**config.mk**
```make
export PLATFORM = sky130hd
export DESIGN_NAME = msi_coh_ctrl
export DESIGN_NICKNAME = d
export VERILOG_FILES = /design/src/rtl/msi_coh_pkg.sv /design/src/rtl/msi_coh_line.sv /design/src/rtl/msi_coh_ctrl.sv
export SDC_FILE = /design/constraint.sdc
export NUM_CORES = 1
export LEC_CHECK = 0
export ABC_AREA = 1
export CAP_MARGIN = 5
export CORE_ASPECT_RATIO = 0.7
export CORE_MARGIN = 2
export CORE_UTILIZATION = 33
export CTS_CLUSTER_DIAMETER = 60
export DETAILED_ROUTE_END_ITERATION = 10
export REMOVE_ABC_BUFFERS = 1
export SLEW_MARGIN = 20
export SYNTH_ARGS = -nofsm -noshare
export SYNTH_HDL_FRONTEND = slang
export SYNTH_SLANG_ARGS = --single-unit
```
**constraint.sdc**
```tcl
create_clock -name clk -period 12.2 [get_ports clk]
set_input_delay 3.05 -clock clk [delete_from_list [all_inputs] [get_ports clk]]
set_output_delay 3.05 -clock clk [all_outputs]
set_load 0.01 [all_outputs]
```
**src/rtl/msi_coh_pkg.sv**
```systemverilog
package msi_coh_pkg;

    typedef enum logic [3:0] {
        ST_I, ST_IS_D, ST_IM_AD, ST_IM_A, ST_S, ST_SM_AD,
        ST_SM_A, ST_M, ST_MI_A, ST_SI_A, ST_II_A
    } line_st_e;

    typedef enum logic [1:0] {SRC_NONE, SRC_CORE, SRC_FWD, SRC_RSP} ev_src_e;

    typedef enum logic [1:0] {RQ_GETS, RQ_GETM, RQ_PUTS, RQ_PUTM} req_e;

    typedef enum logic {RO_DATA, RO_INVACK} rsp_out_e;

    localparam logic [1:0] OP_LOAD  = 2'd0;
    localparam logic [1:0] OP_STORE = 2'd1;
    localparam logic [1:0] OP_EVICT = 2'd2;

    localparam logic [1:0] FW_GETS   = 2'd0;
    localparam logic [1:0] FW_GETM   = 2'd1;
    localparam logic [1:0] FW_INV    = 2'd2;
    localparam logic [1:0] FW_PUTACK = 2'd3;

    localparam logic RI_DATA   = 1'b0;
    localparam logic RI_INVACK = 1'b1;

    typedef struct packed {
        logic     req_v;
        req_e     req_t;
        logic     out_v;
        rsp_out_e out_t;
        logic     to_dir;
        logic     hit;
    } action_t;

    // Core events wait in every transient state except a load in SM_AD/SM_A.
    function automatic logic core_held(line_st_e st, logic [1:0] op);
        logic held;
        unique case (st)
            ST_I, ST_S, ST_M:   held = 1'b0;
            ST_SM_AD, ST_SM_A:  held = (op != OP_LOAD);
            default:            held = 1'b1;
        endcase
        return held;
    endfunction

    // Forwarded messages that race an outstanding miss wait at the channel head.
    function automatic logic fwd_held(line_st_e st, logic [1:0] kind);
        logic held;
        unique case (st)
            ST_IS_D:                                held = (kind == FW_INV);
            ST_IM_AD, ST_IM_A, ST_SM_AD, ST_SM_A:   held = (kind == FW_GETS) || (kind == FW_GETM);
            default:                                held = 1'b0;
        endcase
        return held;
    endfunction

endpackage

```
**src/rtl/msi_coh_line.sv**
```systemverilog
module msi_coh_line
    import msi_coh_pkg::*;
#(
    parameter int ACK_W = 4
) (
    input  logic                    clk,
    input  logic                    rst_n,
    input  logic                    sel,
    input  ev_src_e                 src,
    input  logic [1:0]              code,
    input  logic signed [ACK_W-1:0] acks,
    output line_st_e                st,
    output action_t                 act
);

    localparam logic signed [ACK_W-1:0] ONE = ACK_W'(1);

    line_st_e                st_nx;
    logic signed [ACK_W-1:0] cnt, cnt_nx, sum, dec;

    assign sum = cnt + acks;
    assign dec = cnt - ONE;

    always_ff @(posedge clk) begin
        if (!rst_n) begin
            st  <= ST_I;
            cnt <= '0;
        end else begin
            st  <= st_nx;
            cnt <= cnt_nx;
        end
    end

    always_comb begin
        st_nx  = st;
        cnt_nx = cnt;
        act    = '0;
        if (sel) begin
            unique case (src)
                SRC_CORE: begin
                    unique case (st)
                        ST_I: begin
                            if (code == OP_LOAD) begin
                                act.req_v = 1'b1; act.req_t = RQ_GETS; st_nx = ST_IS_D;
                            end else if (code == OP_STORE) begin
                                act.req_v = 1'b1; act.req_t = RQ_GETM; st_nx = ST_IM_AD;
                                cnt_nx = '0;
                            end
                        end
                        ST_S: begin
                            if (code == OP_LOAD) begin
                                act.hit = 1'b1;
                            end else if (code == OP_STORE) begin
                                act.req_v = 1'b1; act.req_t = RQ_GETM; st_nx = ST_SM_AD;
                                cnt_nx = '0;
                            end else if (code == OP_EVICT) begin
                                act.req_v = 1'b1; act.req_t = RQ_PUTS; st_nx = ST_SI_A;
                            end
                        end
                        ST_M: begin
                            if (code == OP_LOAD || code == OP_STORE) begin
                                act.hit = 1'b1;
                            end else if (code == OP_EVICT) begin
                                act.req_v = 1'b1; act.req_t = RQ_PUTM; st_nx = ST_MI_A;
                            end
                        end
                        ST_SM_AD, ST_SM_A: act.hit = (code == OP_LOAD);
                        default: ;
                    endcase
                end
                SRC_FWD: begin
                    unique case (st)
                        ST_S, ST_SM_AD, ST_SI_A: begin
                            if (code == FW_INV) begin
                                act.out_v = 1'b1; act.out_t = RO_INVACK;
                                st_nx = (st == ST_S) ? ST_I : (st == ST_SM_AD) ? ST_IM_AD : ST_II_A;
                            end else if (code == FW_PUTACK && st == ST_SI_A) begin
                                st_nx = ST_I;
                            end
                        end
                        ST_M, ST_MI_A: begin
                            if (code == FW_GETS) begin
                                act.out_v = 1'b1; act.out_t = RO_DATA; act.to_dir = 1'b1;
                                st_nx = (st == ST_M) ? ST_S : ST_SI_A;
                            end else if (code == FW_GETM) begin
                                act.out_v = 1'b1; act.out_t = RO_DATA;
                                st_nx = (st == ST_M) ? ST_I : ST_II_A;
                            end else if (code == FW_PUTACK && st == ST_MI_A) begin
                                st_nx = ST_I;
                            end
                        end
                        ST_II_A: if (code == FW_PUTACK) st_nx = ST_I;
                        default: ;
                    endcase
                end
                SRC_RSP: begin
                    if (code[0] == RI_DATA) begin
                        unique case (st)
                            ST_IS_D: st_nx = ST_S;
                            ST_IM_AD, ST_SM_AD: begin
                                cnt_nx = sum;
                                if (sum == '0) st_nx = ST_M;
                                else           st_nx = (st == ST_IM_AD) ? ST_IM_A : ST_SM_A;
                            end
                            default: ;
                        endcase
                    end else begin
                        unique case (st)
                            ST_IM_AD, ST_SM_AD: cnt_nx = dec;
                            ST_IM_A, ST_SM_A: begin
                                cnt_nx = dec;
                                if (dec == '0) st_nx = ST_M;
                            end
                            default: ;
                        endcase
                    end
                end
                default: ;
            endcase
        end
    end

    // a pending load miss only ever completes to S
    p_isd_exit_r3: assert property (@(posedge clk) disable iff (!rst_n)
        st == ST_IS_D |=> (st == ST_IS_D || st == ST_S));

    // while only acknowledgements are awaited, some are still outstanding
    p_wait_ack_nonzero_r4: assert property (@(posedge clk) disable iff (!rst_n)
        (st == ST_IM_A || st == ST_SM_A) |-> cnt != '0);

    // the arbiter never hands an invalidation to a line awaiting shared data
    p_inv_held_isd_r5: assert property (@(posedge clk) disable iff (!rst_n)
        (sel && src == SRC_FWD && st == ST_IS_D) |-> code != FW_INV);

    // from M a line can only stay, downgrade, lose the line or start eviction
    p_m_exits_r10: assert property (@(posedge clk) disable iff (!rst_n)
        st == ST_M |=> (st == ST_M || st == ST_S || st == ST_I || st == ST_MI_A));

    // an eviction with no copy left ends only through I
    p_iia_exit_r9: assert property (@(posedge clk) disable iff (!rst_n)
        st == ST_II_A |=> (st == ST_II_A || st == ST_I));

endmodule

```
**src/rtl/msi_coh_ctrl.sv**
```systemverilog
module msi_coh_ctrl
    import msi_coh_pkg::*;
#(
    parameter int NUM_LINES = 4,
    parameter int NODE_W    = 3,
    parameter int ACK_W     = 4,
    localparam int IDX_W    = (NUM_LINES > 1) ? $clog2(NUM_LINES) : 1
) (
    input  logic                    clk,
    input  logic                    rst_n,
    input  logic                    core_valid,
    output logic                    core_ready,
    input  logic [1:0]              core_op,
    input  logic [IDX_W-1:0]        core_line,
    input  logic                    fwd_valid,
    output logic                    fwd_ready,
    input  logic [1:0]              fwd_kind,
    input  logic [IDX_W-1:0]        fwd_line,
    input  logic [NODE_W-1:0]       fwd_src,
    input  logic                    rsp_valid,
    output logic                    rsp_ready,
    input  logic                    rsp_kind,
    input  logic [IDX_W-1:0]        rsp_line,
    input  logic signed [ACK_W-1:0] rsp_acks,
    output logic                    req_valid,
    output logic [1:0]              req_kind,
    output logic [IDX_W-1:0]        req_line,
    output logic                    out_valid,
    output logic                    out_kind,
    output logic [IDX_W-1:0]        out_line,
    output logic [NODE_W-1:0]       out_dest,
    output logic                    out_to_dir,
    output logic                    core_hit
);

    line_st_e                sts  [NUM_LINES];
    action_t                 acts [NUM_LINES];
    logic                    core_fire, fwd_fire, rsp_fire;
    ev_src_e                 ev_src;
    logic [1:0]              ev_code;
    logic [IDX_W-1:0]        ev_line;
    logic signed [ACK_W-1:0] ev_acks;
    action_t                 act_sel;

    // Arbitration: responses always drain, forwarded beats core.
    assign rsp_ready  = 1'b1;
    assign rsp_fire   = rsp_valid;
    assign fwd_ready  = !rsp_valid && !fwd_held(sts[fwd_line], fwd_kind);
    assign fwd_fire   = fwd_valid && fwd_ready;
    assign core_ready = !rsp_valid && !fwd_fire && !core_held(sts[core_line], core_op);
    assign core_fire  = core_valid && core_ready;

    always_comb begin
        ev_src  = SRC_NONE;
        ev_code = '0;
        ev_line = '0;
        ev_acks = '0;
        if (rsp_fire) begin
            ev_src = SRC_RSP; ev_code = {1'b0, rsp_kind}; ev_line = rsp_line; ev_acks = rsp_acks;
        end else if (fwd_fire) begin
            ev_src = SRC_FWD; ev_code = fwd_kind; ev_line = fwd_line;
        end else if (core_fire) begin
            ev_src = SRC_CORE; ev_code = core_op; ev_line = core_line;
        end
    end

    for (genvar i = 0; i < NUM_LINES; i++) begin : g_line
        msi_coh_line #(.ACK_W(ACK_W)) u_line (
            .clk  (clk),
            .rst_n(rst_n),
            .sel  ((ev_src != SRC_NONE) && (ev_line == IDX_W'(i))),
            .src  (ev_src),
            .code (ev_code),
            .acks (ev_acks),
            .st   (sts[i]),
            .act  (acts[i])
        );
    end

    assign act_sel = acts[ev_line];

    always_ff @(posedge clk) begin
        if (!rst_n) begin
            req_valid  <= 1'b0;
            req_kind   <= '0;
            req_line   <= '0;
            out_valid  <= 1'b0;
            out_kind   <= 1'b0;
            out_line   <= '0;
            out_dest   <= '0;
            out_to_dir <= 1'b0;
            core_hit   <= 1'b0;
        end else begin
            req_valid  <= act_sel.req_v;
            req_kind   <= act_sel.req_v ? act_sel.req_t : 2'd0;
            req_line   <= act_sel.req_v ? ev_line : '0;
            out_valid  <= act_sel.out_v;
            out_kind   <= act_sel.out_v ? act_sel.out_t : 1'b0;
            out_line   <= act_sel.out_v ? ev_line : '0;
            out_dest   <= act_sel.out_v ? fwd_src : '0;
            out_to_dir <= act_sel.out_v && act_sel.to_dir;
            core_hit   <= act_sel.hit;
        end
    end

    // every request is the echo of a core event one cycle earlier
    p_req_after_core_r13: assert property (@(posedge clk) disable iff (!rst_n)
        req_valid |-> $past(core_fire));

    // every outgoing response follows an accepted forwarded message
    p_out_after_fwd_r13: assert property (@(posedge clk) disable iff (!rst_n)
        out_valid |-> $past(fwd_fire));

    // a valid response blocks the other two channels that cycle
    p_rsp_first_r12: assert property (@(posedge clk) disable iff (!rst_n)
        rsp_valid |-> (!core_fire && !fwd_fire));

    // the directory copy is only ever attached to data
    p_dir_copy_data_r10: assert property (@(posedge clk) disable iff (!rst_n)
        (out_valid && out_to_dir) |-> out_kind == RO_DATA);

    // a hit never also issues a request
    p_hit_no_req_r11: assert property (@(posedge clk) disable iff (!rst_n)
        core_hit |-> !req_valid);

endmodule

```
==> impl_metrics.ini <==
[routing]
routed_wl_microns = 18400
vias = 5942
avgRoutedWirePerCell_microns = 17.3
first_pass_iters = 6
dr.first_iter.drc_count = 1081
viasPerCell = 5.59
antenna_left = 0
drc_errors = 0

[sta]
final-setup-viol-count = 0
fin_tns_setup_ns = 0
hold_viol = 0
tightest_slew_ns = 1.23
finalCritPeriodShare_pct = 73.4
skew_ns = 0.0121
maxSlewHeadroom_pct = 16.9
slew_violations = 0
fin_crit_ns = 8.96
rsz0062_at_grt = false
fmax_mhz = 112

[critical_path]
critPathRequiredTime_ns = 12.38
reg2reg_from = g_line[3].u_line.st[1]$_SDFFE_PN0P_
worst_ep_arrival_time_ns = 9.14
path_max_fanout = 19
ff2ff_setup_slack_ns = 6.65
end_kind = flip-flop
critPathLaunchType = input pin
r2r-end = g_line[2].u_line.st[0]$_SDFFE_PN0P_
crit_type = input pin to flip-flop
reg2regPathDepth = 24

[clocking]
cts_hold_buf = 0
cts_root_buf = clkbuf_16
cts_max_path_buffers = 2
cts.htree.levels = 2
numCtsBuffers = 5
clkTransAtPathRegs_ns = 0.07
cts.sinks = 46
cts_setup_buffers = 0
cts_tree = built
ctsResizeCount = 0
insertion_delay_ns = 0.31

[global_route]
grt_pass1_vias = 5352
antenna_found_initial = 0
grt_max_degree = 32
grt_use_total_pct = 23.3
grt_first_pass_wirelength_microns = 29300
grt_overflow = 0

[placement]
numPortBuffers = 38
dp_hpwl_microns = 14100
place_inst = 1055
place_area_sq_mm = 0.00550
place_congestion = 0.989

[synthesis]
yosys.area.top_type = dfxtp_1
synth_cell_types = 51
ys_async_sr_fraction_pct = 0
syn_area_sq_mm = 0.00501
synth.avg_cell_area_sq_um = 5.91
ys.flop_type = dfxtp_1
ys_ff_latch = 46
synth_top_cell_area_share_pct = 18.4
yosys_warnings = 0
syn_inst = 848
synth_edf_count = 0
synth_area_leaders = dfxtp_1 (18%), nor2_1 (12%), nand2_1 (12%)
yosysSeqAreaShare_pct = 18.4

[cells_and_area]
areaGrowthSynthToFinish_pct = 12.7
finalNonFillerCells = 1063
diodes = 0
nNetsFinal = 918
layout-drive-gt1-share_pct = 4.38
fillers = 1613
final_util_pct = 38.2
fin_area_sq_mm = 0.00565

[die]
die_h_microns = 107
num_rows = 37
initial_core_util_pct = 33.9
core_area_sq_mm = 0.0148
die_area_sq_mm = 0.0162
die-width_microns = 151
io_pins = 40

[pwr]
p_leak_nw = 2.47
max-vdd-ir-drop_mv = 0.0511
power.density_mw_per_mm2 = 87.3
power_mw = 0.493

[hold_path]
holdPathStages = 2
holdPathEnd = g_line[2].u_line.st[2]$_SDFFE_PN0P_
hold_start = g_line[2].u_line.st[2]$_SDFFE_PN0P_
hp-class = flip-flop to flip-flop

[run]
cap_violations = 0

[outcome]
status = complete, no violations
[cell usage in the layout (no fill, tap or decap), types with 20 or more instances in the layout]
cell type        count
nand2_1            155
dfxtp_1             46
nand3_1             62
clkdlybuf4s50_1     38
o21ai_0             54
inv_1              118
nor2_1             162
nand4_1             20
ha_1                24
a21oi_1             47
[per-layer routing]
metal | vias up | wire length, microns | track usage, %
met2 | 388 | 7110 | 31.1
met5 | - | 0 | 0
met1 | 2650 | 8530 | 36.0
met4 | 0 | 594 | 7.61
met3 | 61 | 2190 | 5.06
li1 | 2843 | - | -
[flip-flops by register name, indices dropped and copies added (netlist names)]
signal / count
core_hit: 1
out_dest: 3
out_kind: 1
out_valid: 1
out_to_dir: 1
req_valid: 1
g_line.u_line.cnt: 16
req_line: 2
g_line.u_line.st: 16
req_kind: 2
out_line: 2
[worst max-delay path by stage]
stage / start / cells after the start / end / slack (ns)
6_report: rsp_valid / 19 / g_line[2].u_line.st[0]$_SDFFE_PN0P_ / 3.24
5_1_grt: rsp_valid / 19 / g_line[2].u_line.st[0]$_SDFFE_PN0P_ / 2.57
4_1_cts: rsp_valid / 19 / g_line[2].u_line.st[1]$_SDFFE_PN0P_ / 3.38
3_5_place_dp: rsp_valid / 19 / g_line[2].u_line.st[1]$_SDFFE_PN0P_ / 3.09
3_3_place_gp: rsp_valid / 19 / g_line[2].u_line.st[1]$_SDFFE_PN0P_ / 3.43
2_1_floorplan: fwd_line[1] / 8 / core_ready / 5.12
[worst max-delay path, cell delays in order]
cell	delay [ns]
clkdlybuf4s50_1	1.02
inv_1	0.54
nor2_1	0.46
clkinv_1	0.61
o21ai_1	0.58
inv_1	0.15
ha_1	0.29
nor2_1	0.73
inv_1	0.35
nand2_1	0.17
o21ai_0	0.09
a221oi_1	0.26
nor2_1	0.09
nor2_1	0.11
nand4_1	0.08
nor2_1	0.24
nand2_1	0.16
nand2_1	0.09
a21oi_1	0.06
[power breakdown]
part / internal [mW] / leakage [nW] / switching [mW]
Clock: 0.0764 / 0.0708 / 0.0674
Sequential: 0.157 / 0.373 / 0.00790
Combinational: 0.0580 / 2.03 / 0.126
Total: 0.291 / 2.47 / 0.202
[per-stage QoR]
stage	worst slack, ns	hold WS, ns
after floorplan	5.12	0.468
after global placement	3.43	0.503
after detailed placement	3.09	0.502
after CTS	3.38	0.511
after global routing	2.57	0.531
final	3.24	0.505
[final cells by class]
class                           instances  area (sq um)  share of cell area, %
Timing Repair Buffer                   40           395                   7.00
Clock buffer                            6           129                   2.28
Tap cell                              195           244                   4.32
Inverter                              123           464                   8.22
Multi-Input combinational cell        651          3480                   61.6
Sequential cell                        46           921                   16.3
Clock inverter                          2          13.8                  0.244
[cells in the mapped netlist, types with 4 or more instances]
library cell and n:
a211oi_1 5, a21oi_1 47, buf_2 5, clkbuf_1 16, dfxtp_1 46, fa_1 4, ha_1 24, inv_1 118
nand2_1 155, nand2_2 4, nand3_1 62, nand3_2 5, nand4_1 20, nor2_1 162, nor2_4 5, nor3_1 12
o211ai_1 9, o21ai_0 54, o21ai_1 6, o221ai_1 8, o22ai_1 15, xnor2_1 9, xor2_1 10
[logic make-up after synthesis]
group / after synthesis / share of synthesized area [%]
adder cells (fa/ha/maj): 28 / 7.59
other: 1 / 0.0749
flip-flops: 46 / 18.4
AO/OA/AOI/OAI: 165 / 19.5
buffers and inverters: 151 / 12.2
AND/OR/NAND/NOR: 438 / 39.0
XOR/XNOR: 19 / 3.32
Note: power is estimated with default switching activity, not from simulation.
